<file path="src/rtl/tmr_pkg.sv">
`timescale 1ns/1ps
package tmr_pkg;

  typedef enum logic [1:0] {
    MODE_13    = 2'b00,
    MODE_16    = 2'b01,
    MODE_RLD   = 2'b10,
    MODE_SPLIT = 2'b11
  } tmr_mode_e;

  typedef struct packed {
    logic      gate;
    logic      ext;
    tmr_mode_e mode;
  } chan_cfg_t;

  typedef struct packed {
    logic [15:0] cnt;
    logic        wrap;
  } step_t;

  localparam int CFG_W = $bits(chan_cfg_t);

  // Advance the main counter of one channel by one event.
  function automatic step_t main_step(tmr_mode_e m, logic [15:0] c);
    step_t      r;
    logic [12:0] v13;
    r = '{cnt: c, wrap: 1'b0};
    v13 = '0;
    case (m)
      MODE_13: begin
        v13    = {c[15:8], c[4:0]} + 13'd1;
        r.cnt  = {v13[12:5], c[7:5], v13[4:0]};
        r.wrap = &{c[15:8], c[4:0]};
      end
      MODE_16: begin
        r.cnt  = c + 16'd1;
        r.wrap = &c;
      end
      MODE_RLD: begin
        if (&c[7:0]) begin
          r.cnt  = {c[15:8], c[15:8]};
          r.wrap = 1'b1;
        end else begin
          r.cnt  = {c[15:8], c[7:0] + 8'd1};
        end
      end
      default: begin
        r.cnt  = {c[15:8], c[7:0] + 8'd1};
        r.wrap = &c[7:0];
      end
    endcase
    return r;
  endfunction

  // 8-bit increment with carry-out in bit 8.
  function automatic logic [8:0] byte_step(logic [7:0] b);
    return {&b, b + 8'd1};
  endfunction

endpackage

</file>
<file path="src/rtl/tmr_sync.sv">
`timescale 1ns/1ps
module tmr_sync #(
  parameter int W      = 1,
  parameter int STAGES = 2,
  parameter int KIND   = 0   // 0: level, 1: falling edge, 2: rising edge
) (
  input  logic         clk,
  input  logic         rst_n,
  input  logic [W-1:0] pin,
  output logic [W-1:0] ev
);

  logic [W-1:0] stg [STAGES];

  always_ff @(posedge clk or negedge rst_n) begin
    if (!rst_n) begin
      for (int i = 0; i < STAGES; i++) stg[i] <= '0;
    end else begin
      stg[0] <= pin;
      for (int i = 1; i < STAGES; i++) stg[i] <= stg[i-1];
    end
  end

  generate
    if (KIND == 0) begin : g_level
      assign ev = stg[STAGES-1];
    end else begin : g_edge
      logic [W-1:0] prev_q;
      always_ff @(posedge clk or negedge rst_n) begin
        if (!rst_n) prev_q <= '0;
        else        prev_q <= stg[STAGES-1];
      end
      if (KIND == 1) begin : g_fall
        assign ev = prev_q & ~stg[STAGES-1];
      end else begin : g_rise
        assign ev = ~prev_q & stg[STAGES-1];
      end

      // an edge event lasts a single cycle per bit
      assert_edge_single_R3: assert property (@(posedge clk) disable iff (!rst_n)
        (|ev) |=> ((ev & $past(ev)) == '0));
    end
  endgenerate

endmodule

</file>
<file path="src/rtl/tmr_timebase.sv">
`timescale 1ns/1ps
module tmr_div #(
  parameter int N = 12
) (
  input  logic clk,
  input  logic rst_n,
  input  logic en,
  output logic tick
);
  localparam int W = (N > 1) ? $clog2(N) : 1;
  localparam logic [W-1:0] LAST = W'(N - 1);

  logic [W-1:0] q;

  assign tick = en && (q == LAST);

  always_ff @(posedge clk or negedge rst_n) begin
    if (!rst_n)   q <= '0;
    else if (en)  q <= tick ? '0 : q + 1'b1;
  end

  // a divided timebase never produces two ticks back to back
  assert_tick_gap_R4: assert property (@(posedge clk) disable iff (!rst_n)
    ((N > 1) && tick) |=> !tick);
endmodule

module tmr_timebase #(
  parameter int DIV0 = 12,
  parameter int DIV1 = 4,
  parameter int DIV2 = 48,
  parameter int DIVX = 8
) (
  input  logic       clk,
  input  logic       rst_n,
  input  logic       ext_rise,
  output logic [3:0] tick
);
  generate
    for (genvar i = 0; i < 4; i++) begin : g_div
      localparam int N = (i == 0) ? DIV0 : (i == 1) ? DIV1 : (i == 2) ? DIV2 : DIVX;
      tmr_div #(.N(N)) u_div (
        .clk  (clk),
        .rst_n(rst_n),
        .en   ((i == 3) ? ext_rise : 1'b1),
        .tick (tick[i])
      );
    end
  endgenerate
endmodule

</file>
<file path="src/rtl/tmr_channel.sv">
`timescale 1ns/1ps
module tmr_channel
  import tmr_pkg::*;
(
  input  logic        clk,
  input  logic        rst_n,
  input  tmr_mode_e   mode,
  input  logic        inc_main,
  input  logic        inc_split,
  input  logic        wr_lo,
  input  logic        wr_hi,
  input  logic [7:0]  wdata,
  output logic [15:0] cnt,
  output logic        wrap_main,
  output logic        wrap_split
);

  logic [15:0] cnt_q, cnt_d;
  step_t       st;
  logic [8:0]  hi_st;

  always_comb begin
    st    = main_step(mode, cnt_q);
    hi_st = byte_step(cnt_q[15:8]);
    cnt_d = cnt_q;
    if (inc_main)  cnt_d = st.cnt;
    if (inc_split) cnt_d[15:8] = hi_st[7:0];
    if (wr_lo)     cnt_d[7:0]  = wdata;
    if (wr_hi)     cnt_d[15:8] = wdata;
  end

  always_ff @(posedge clk or negedge rst_n) begin
    if (!rst_n) cnt_q <= '0;
    else        cnt_q <= cnt_d;
  end

  assign cnt        = cnt_q;
  assign wrap_main  = inc_main & st.wrap;
  assign wrap_split = inc_split & hi_st[8];

  // without an event or a write the count holds
  assert_hold_R1: assert property (@(posedge clk) disable iff (!rst_n)
    (!inc_main && !inc_split && !wr_lo && !wr_hi) |=> $stable(cnt));

  // a 13-bit wrap clears both parts and keeps bits [7:5]
  assert_wrap13_R5: assert property (@(posedge clk) disable iff (!rst_n)
    (wrap_main && mode == MODE_13 && !wr_lo && !wr_hi) |=>
      (cnt[15:8] == 8'h00 && cnt[4:0] == 5'h00 && cnt[7:5] == $past(cnt[7:5])));

  // a reload wrap copies the high byte into the low byte
  assert_reload_R7: assert property (@(posedge clk) disable iff (!rst_n)
    (wrap_main && mode == MODE_RLD && !wr_lo) |=> (cnt[7:0] == $past(cnt[15:8])));

endmodule

</file>
<file path="src/rtl/tmr_pair.sv">
`timescale 1ns/1ps
module tmr_pair
  import tmr_pkg::*;
#(
  parameter int PRE_DIV0    = 12,
  parameter int PRE_DIV1    = 4,
  parameter int PRE_DIV2    = 48,
  parameter int EXT_DIV     = 8,
  parameter int SYNC_STAGES = 2
) (
  input  logic        clk,
  input  logic        rst_n,
  input  logic [1:0]  cnt_pin,
  input  logic [1:0]  gate_pin,
  input  logic        ext_clk,
  input  logic        cfg_wr,
  input  logic [7:0]  cfg_wdata,
  input  logic        clksel_wr,
  input  logic [3:0]  clksel_wdata,
  input  logic        run_wr,
  input  logic [1:0]  run_wdata,
  input  logic [3:0]  cnt_wr,
  input  logic [7:0]  cnt_wdata,
  input  logic [1:0]  flag_clr,
  output logic [15:0] t0_count,
  output logic [15:0] t1_count,
  output logic [1:0]  ovf_flag
);

  localparam int NCH = 2;

  logic [2*CFG_W-1:0] cfg_q;
  logic [3:0]         clksel_q;
  logic [1:0]         run_q;
  logic [1:0]         flag_q;

  always_ff @(posedge clk or negedge rst_n) begin
    if (!rst_n) begin
      cfg_q    <= '0;
      clksel_q <= '0;
      run_q    <= '0;
    end else begin
      if (cfg_wr)    cfg_q    <= cfg_wdata;
      if (clksel_wr) clksel_q <= clksel_wdata;
      if (run_wr)    run_q    <= run_wdata;
    end
  end

  // Synchronized pin events
  logic [1:0] cnt_fall;
  logic [1:0] gate_lvl;
  logic       ext_rise;

  tmr_sync #(.W(2), .STAGES(SYNC_STAGES), .KIND(1)) u_sync_cnt (
    .clk(clk), .rst_n(rst_n), .pin(cnt_pin), .ev(cnt_fall));
  tmr_sync #(.W(2), .STAGES(SYNC_STAGES), .KIND(0)) u_sync_gate (
    .clk(clk), .rst_n(rst_n), .pin(gate_pin), .ev(gate_lvl));
  tmr_sync #(.W(1), .STAGES(SYNC_STAGES), .KIND(2)) u_sync_ext (
    .clk(clk), .rst_n(rst_n), .pin(ext_clk), .ev(ext_rise));

  logic [3:0] pre_tick;
  tmr_timebase #(.DIV0(PRE_DIV0), .DIV1(PRE_DIV1), .DIV2(PRE_DIV2), .DIVX(EXT_DIV)) u_tb (
    .clk(clk), .rst_n(rst_n), .ext_rise(ext_rise), .tick(pre_tick));

  // Per-channel qualification
  chan_cfg_t   ch_cfg     [NCH];
  logic [NCH-1:0] tb_tick, active, inc_main, inc_split, wrap_main, wrap_split;
  logic [15:0] ch_cnt     [NCH];
  logic        t0_split;

  assign t0_split = (ch_cfg[0].mode == MODE_SPLIT);

  generate
    for (genvar i = 0; i < NCH; i++) begin : g_ch
      assign ch_cfg[i]    = chan_cfg_t'(cfg_q[i*CFG_W +: CFG_W]);
      assign tb_tick[i]   = clksel_q[2+i] ? 1'b1 : pre_tick[clksel_q[1:0]];
      assign active[i]    = run_q[i] & (~ch_cfg[i].gate | gate_lvl[i]);
      if (i == 0) begin : g_t0
        assign inc_main[i]  = active[i] & (ch_cfg[i].ext ? cnt_fall[i] : tb_tick[i]);
        assign inc_split[i] = t0_split & run_q[1] & tb_tick[0];
      end else begin : g_t1
        assign inc_main[i]  = active[i] & (ch_cfg[i].ext ? cnt_fall[i] : tb_tick[i])
                              & (ch_cfg[i].mode != MODE_SPLIT);
        assign inc_split[i] = 1'b0;
      end

      tmr_channel u_ch (
        .clk       (clk),
        .rst_n     (rst_n),
        .mode      (ch_cfg[i].mode),
        .inc_main  (inc_main[i]),
        .inc_split (inc_split[i]),
        .wr_lo     (cnt_wr[2*i]),
        .wr_hi     (cnt_wr[2*i+1]),
        .wdata     (cnt_wdata),
        .cnt       (ch_cnt[i]),
        .wrap_main (wrap_main[i]),
        .wrap_split(wrap_split[i])
      );
    end
  endgenerate

  // Overflow flags: a set in the same cycle wins over a clear
  logic [1:0] flag_set;
  assign flag_set[0] = wrap_main[0];
  assign flag_set[1] = t0_split ? wrap_split[0] : (wrap_main[1] | wrap_split[1]);

  always_ff @(posedge clk or negedge rst_n) begin
    if (!rst_n) flag_q <= '0;
    else begin
      for (int i = 0; i < NCH; i++) begin
        if (flag_set[i])      flag_q[i] <= 1'b1;
        else if (flag_clr[i]) flag_q[i] <= 1'b0;
      end
    end
  end

  assign t0_count = ch_cnt[0];
  assign t1_count = ch_cnt[1];
  assign ovf_flag = flag_q;

  // a wrap of channel 0 leaves its flag set
  assert_flag0_set_R6: assert property (@(posedge clk) disable iff (!rst_n)
    wrap_main[0] |=> ovf_flag[0]);

  // gate low with gating on freezes channel 0
  assert_gate_hold_R1: assert property (@(posedge clk) disable iff (!rst_n)
    (ch_cfg[0].gate && !gate_lvl[0] && !t0_split && cnt_wr[1:0] == 2'b00) |=> $stable(t0_count));

  // in split mode channel 1 cannot raise its own flag
  assert_split_flag_R8: assert property (@(posedge clk) disable iff (!rst_n)
    (t0_split && !wrap_split[0] && !ovf_flag[1]) |=> !ovf_flag[1]);

  // channel 1 in mode 11 holds
  assert_t1_hold_R9: assert property (@(posedge clk) disable iff (!rst_n)
    (ch_cfg[1].mode == MODE_SPLIT && cnt_wr[3:2] == 2'b00) |=> $stable(t1_count));

  // a clear without a concurrent set drops the flag
  assert_clear_R10: assert property (@(posedge clk) disable iff (!rst_n)
    (flag_clr[0] && !wrap_main[0]) |=> !ovf_flag[0]);

endmodule

</file>
<file path="config.mk">
export PLATFORM = sky130hd
export DESIGN_NAME = tmr_pair
export DESIGN_NICKNAME = d
export VERILOG_FILES = /design/src/rtl/tmr_pkg.sv /design/src/rtl/tmr_sync.sv /design/src/rtl/tmr_timebase.sv /design/src/rtl/tmr_channel.sv /design/src/rtl/tmr_pair.sv
export SDC_FILE = /design/constraint.sdc
export NUM_CORES = 1
export LEC_CHECK = 0
export ABC_AREA = 1
export BUFFER_PORTS_ARGS = -buffer_cell sky130_fd_sc_hd__buf_2
export CAP_MARGIN = 10
export CORE_MARGIN = 2
export CORE_UTILIZATION = 59
export CTS_CLUSTER_DIAMETER = 150
export CTS_CLUSTER_SIZE = 10
export DETAILED_ROUTE_END_ITERATION = 8
export PLACE_DENSITY = 0.88
export SKIP_CTS_REPAIR_TIMING = 1
export SLEW_MARGIN = 20
export SYNTH_ARGS = -nofsm -noshare
export SYNTH_HDL_FRONTEND = slang
export SYNTH_SLANG_ARGS = --single-unit
</file>
<file path="constraint.sdc">
create_clock -name clk -period 2.55 [get_ports clk]
set_input_delay 0.1275 -clock clk [delete_from_list [all_inputs] [get_ports clk]]
set_output_delay 0.1275 -clock clk [all_outputs]
set_load 0.05 [all_outputs]
</file>
==> results.md <==
- Worst-path clk slew: 0.09 ns
- Worst Path Required: 2.82 ns
- Max Cap Viol: 0
- Clock latency on the worst-skew pair: 0.37 ns
- Final setup TNS: 0 ns
- Share of cells above drive strength 1: 17.12%
- Hold Crit Class: in2reg
- Synth Net Count: 737
- Chip height: 94.92 um
- Design Area, Final: 5584 um^2
- Critical path class: reg2reg
- CP Capture Type: register
- GP Congestion: 0.9707
- Vias: 4975
- Antenna diode instance count: 0
- Reg area: 1902 um^2
- Core ar.: 8134 um^2
- Setup crit start kind: register
- RSZ-0062 raised after global routing: false
- Most frequent cells in the layout: 216 x nand2_1, 76 x inv_1, 76 x dfrtp_1, 70 x buf_2, 65 x nand3_1
- Seq/Total Area, Yosys: 38.99%
- Filler cell count in the final layout: 688
- P per Cell Area: 652.7 nW/um^2
- Initial antenna violation count: 0
- Root Driver: clkbuf_8
- Vias in the first global route: 4583
- Drt initial violations: 387
- F_max: 0.5079 GHz
- Total chip power: 3.645 mW
- Most common cell after layout, fill and taps aside: nand2_1
- Non-filler cells, final: 882
- DR pass1 iterations: 6
- FF+latch count, synth: 76
- Initial Utilization: 59.96%
- Wire per inst: 15.44 um
- Vias per cell: 5.641
- Multi-input gate area: 2596 um^2
- Largest net degree at the start of global routing: 77
- Count of cell types in the netlist: 41
- Worst Skew: 0.01428 ns
- Ys flop type: dfrtp_1
- Area Growth Syn to Fin: 14.49%
- Peak supply drop: 0.5112 mV
- Maximum clock path buffer count: 2
- Post-synthesis cell count: 691
- Die width: 94.92 um
- Post-synth ARST share: 100.0%
- Tcrit/Tclk final: 77.22%
- CP max FO: 12
- IO buf count: 71
- Placed instance count: 856
- Final ANT Viol Nets: 0
- Placed cell area: 5295 um^2
- Grt total ovfl: 0
- Clock sink count: 76
- Final wirelength: 13620 um
- Num ports: 72
- H-tree levels: 3
- Remaining DRCs: 0
- Synthesized area: 4877 um^2
- Die Area: 9010 um^2
- Post-DP HPWL: 9966 um
- Rows: 33
- Hold Violations, Final: 7
- Avg Cell Area, Syn: 7.058 um^2
- Min Hold Slack: -0.02137 ns
- Num CTS Buffers: 9
- Status: complete, but fails checks
- Final Slew Violations: 0
- Total track usage: 31.27%
- Violated checks: hold timing
- Final nets: 818
- WP data arrival: 2.24 ns
- Post-synth EDFFs: 0
- CTS tree: built
- Static Leakage: 2.892 nW
- Synth Warn #: 0
- First-pass GRT wire length: 21650 um
- Final min period: 1.969 ns
- Tightest Pin Transition: 0.9523 ns
- Final setup vio count: 0
- Rel. slew slack: 36.51%
through the flow:
stage	setup slack, ns	hold slack [ns]	utilization, %
4_1_cts	0.6236	-0.1417	67.42
6_report	0.5809	-0.02137	68.65
2_1_floorplan	0.6006	-0.1681	-
5_1_grt	0.3867	0.0006704	68.65
3_3_place_gp	0.7356	0.2351	65.10
3_5_place_dp	0.6482	0.2368	65.10
cell families (layout without fill, tap and decap cells):
| kind of cell | Yosys count | count (layout) | synth area share [%] |
|---|---|---|---|
| xor gates and xnor gates | 12 | 12 | 2.155 |
| buffers and inverters | 93 | 179 | 7.773 |
| DFF | 76 | 76 | 38.99 |
| and+or+nand+nor | 390 | 390 | 36.61 |
| AOI/OAI and AO/OA | 111 | 111 | 12.19 |
| muxes | 1 | 1 | 0.2309 |
| adders and majority gates | 8 | 8 | 2.052 |
critical path, stage by stage, from the launching register on:
cell and delay, ns:
dfrtp_1 0.57, ha_1 0.27, nand2_1 0.15, nor2_4 0.17, nand2_1 0.08, nand2_1 0.06, nand2_1 0.07, o21ai_0 0.18
nand2_1 0.07, nor2_1 0.08, nand2_1 0.06, nand3_1 0.06, nand2_1 0.05
cell type report:
class                           count  area share [%]
Multi-Input combinational cell    522           46.49
Clock buffer                       10           2.465
Clock inverter                      6          0.9187
Tap cell                          105           2.353
Sequential cell                    76           34.06
Inverter                           82           5.512
Timing Repair Buffer               81           8.201
cells in the mapped netlist, types with 3 or more instances:
master    count  area [um^2]
nor2_1       52        195.2
dfrtp_1      76         1902
nor2_4        7        78.83
inv_2         5        18.77
o21ai_0      56        280.3
inv_1        76        285.3
o22ai_1       3        18.77
or2_2         7        43.79
o21ai_1       7        35.03
xor2_1        9        78.83
nand3_2       5        50.05
nand2_2      10        62.56
nand4_1      11        68.82
nand2_1     216        810.8
clkbuf_1      6        22.52
xnor2_1       3        26.28
a21oi_1      33        165.2
nand3_1      65        325.3
nor3_1        7        35.03
nor2_2        3        18.77
ha_1          8        100.1
registers in the layout, indices dropped and copies added (netlist names), 2 cells and up:
| signal | flops |
|---|---|
| u_sync_ext.stg | 2 |
| clksel_q | 4 |
| u_tb.g_div.u_div.q | 15 |
| run_q | 2 |
| u_sync_gate.stg | 2 |
| cfg_q | 8 |
| u_sync_cnt.g_edge.prev_q | 2 |
| u_sync_cnt.stg | 4 |
| ovf_flag | 2 |
| u_sync_gate.ev | 2 |
| g_ch.u_ch.cnt | 32 |
layer usage:
layer  vias to the layer above  track usage (%)  share of wire [%]
met5                         -                0                  0
met4                         0            13.89                3.1
met3                        39            4.629                7.3
met2                       228            50.77                 47
met1                      2312            41.62                 43
li1                       2396                -                  -
power by group:
group / switching [mW] / internal (mW) / total, mW
Combinational: 0.854 / 0.329 / 1.18
Sequential: 0.206 / 1.34 / 1.55
Clock: 0.518 / 0.396 / 0.914
worst paths after layout:
kind | startpoint | end | slack [ns] | cells past startpoint
worst min-delay path | run_wdata[1] | run_q[1]$_DFFE_PN0P_ | -0.02 | 3
min in group asynchronous | rst_n | g_ch[0].u_ch.cnt[13]$_DFFE_PN0P_ | 0.41 | 2
max in group asynchronous | rst_n | g_ch[0].u_ch.cnt[6]$_DFFE_PN0P_ | 1.48 | 2
worst max-delay path | g_ch[0].u_ch.cnt[8]$_DFFE_PN0P_ | g_ch[0].u_ch.cnt[14]$_DFFE_PN0P_ | 0.58 | 12
worst min register to register | u_sync_cnt.stg[3]$_DFF_PN0_ | u_sync_cnt.stg[1]$_DFF_PN0_ | 0.35 | 0
worst max register to register | g_ch[0].u_ch.cnt[8]$_DFFE_PN0P_ | g_ch[0].u_ch.cnt[14]$_DFFE_PN0P_ | 0.58 | 12
(Power assumes the default switching activity.)
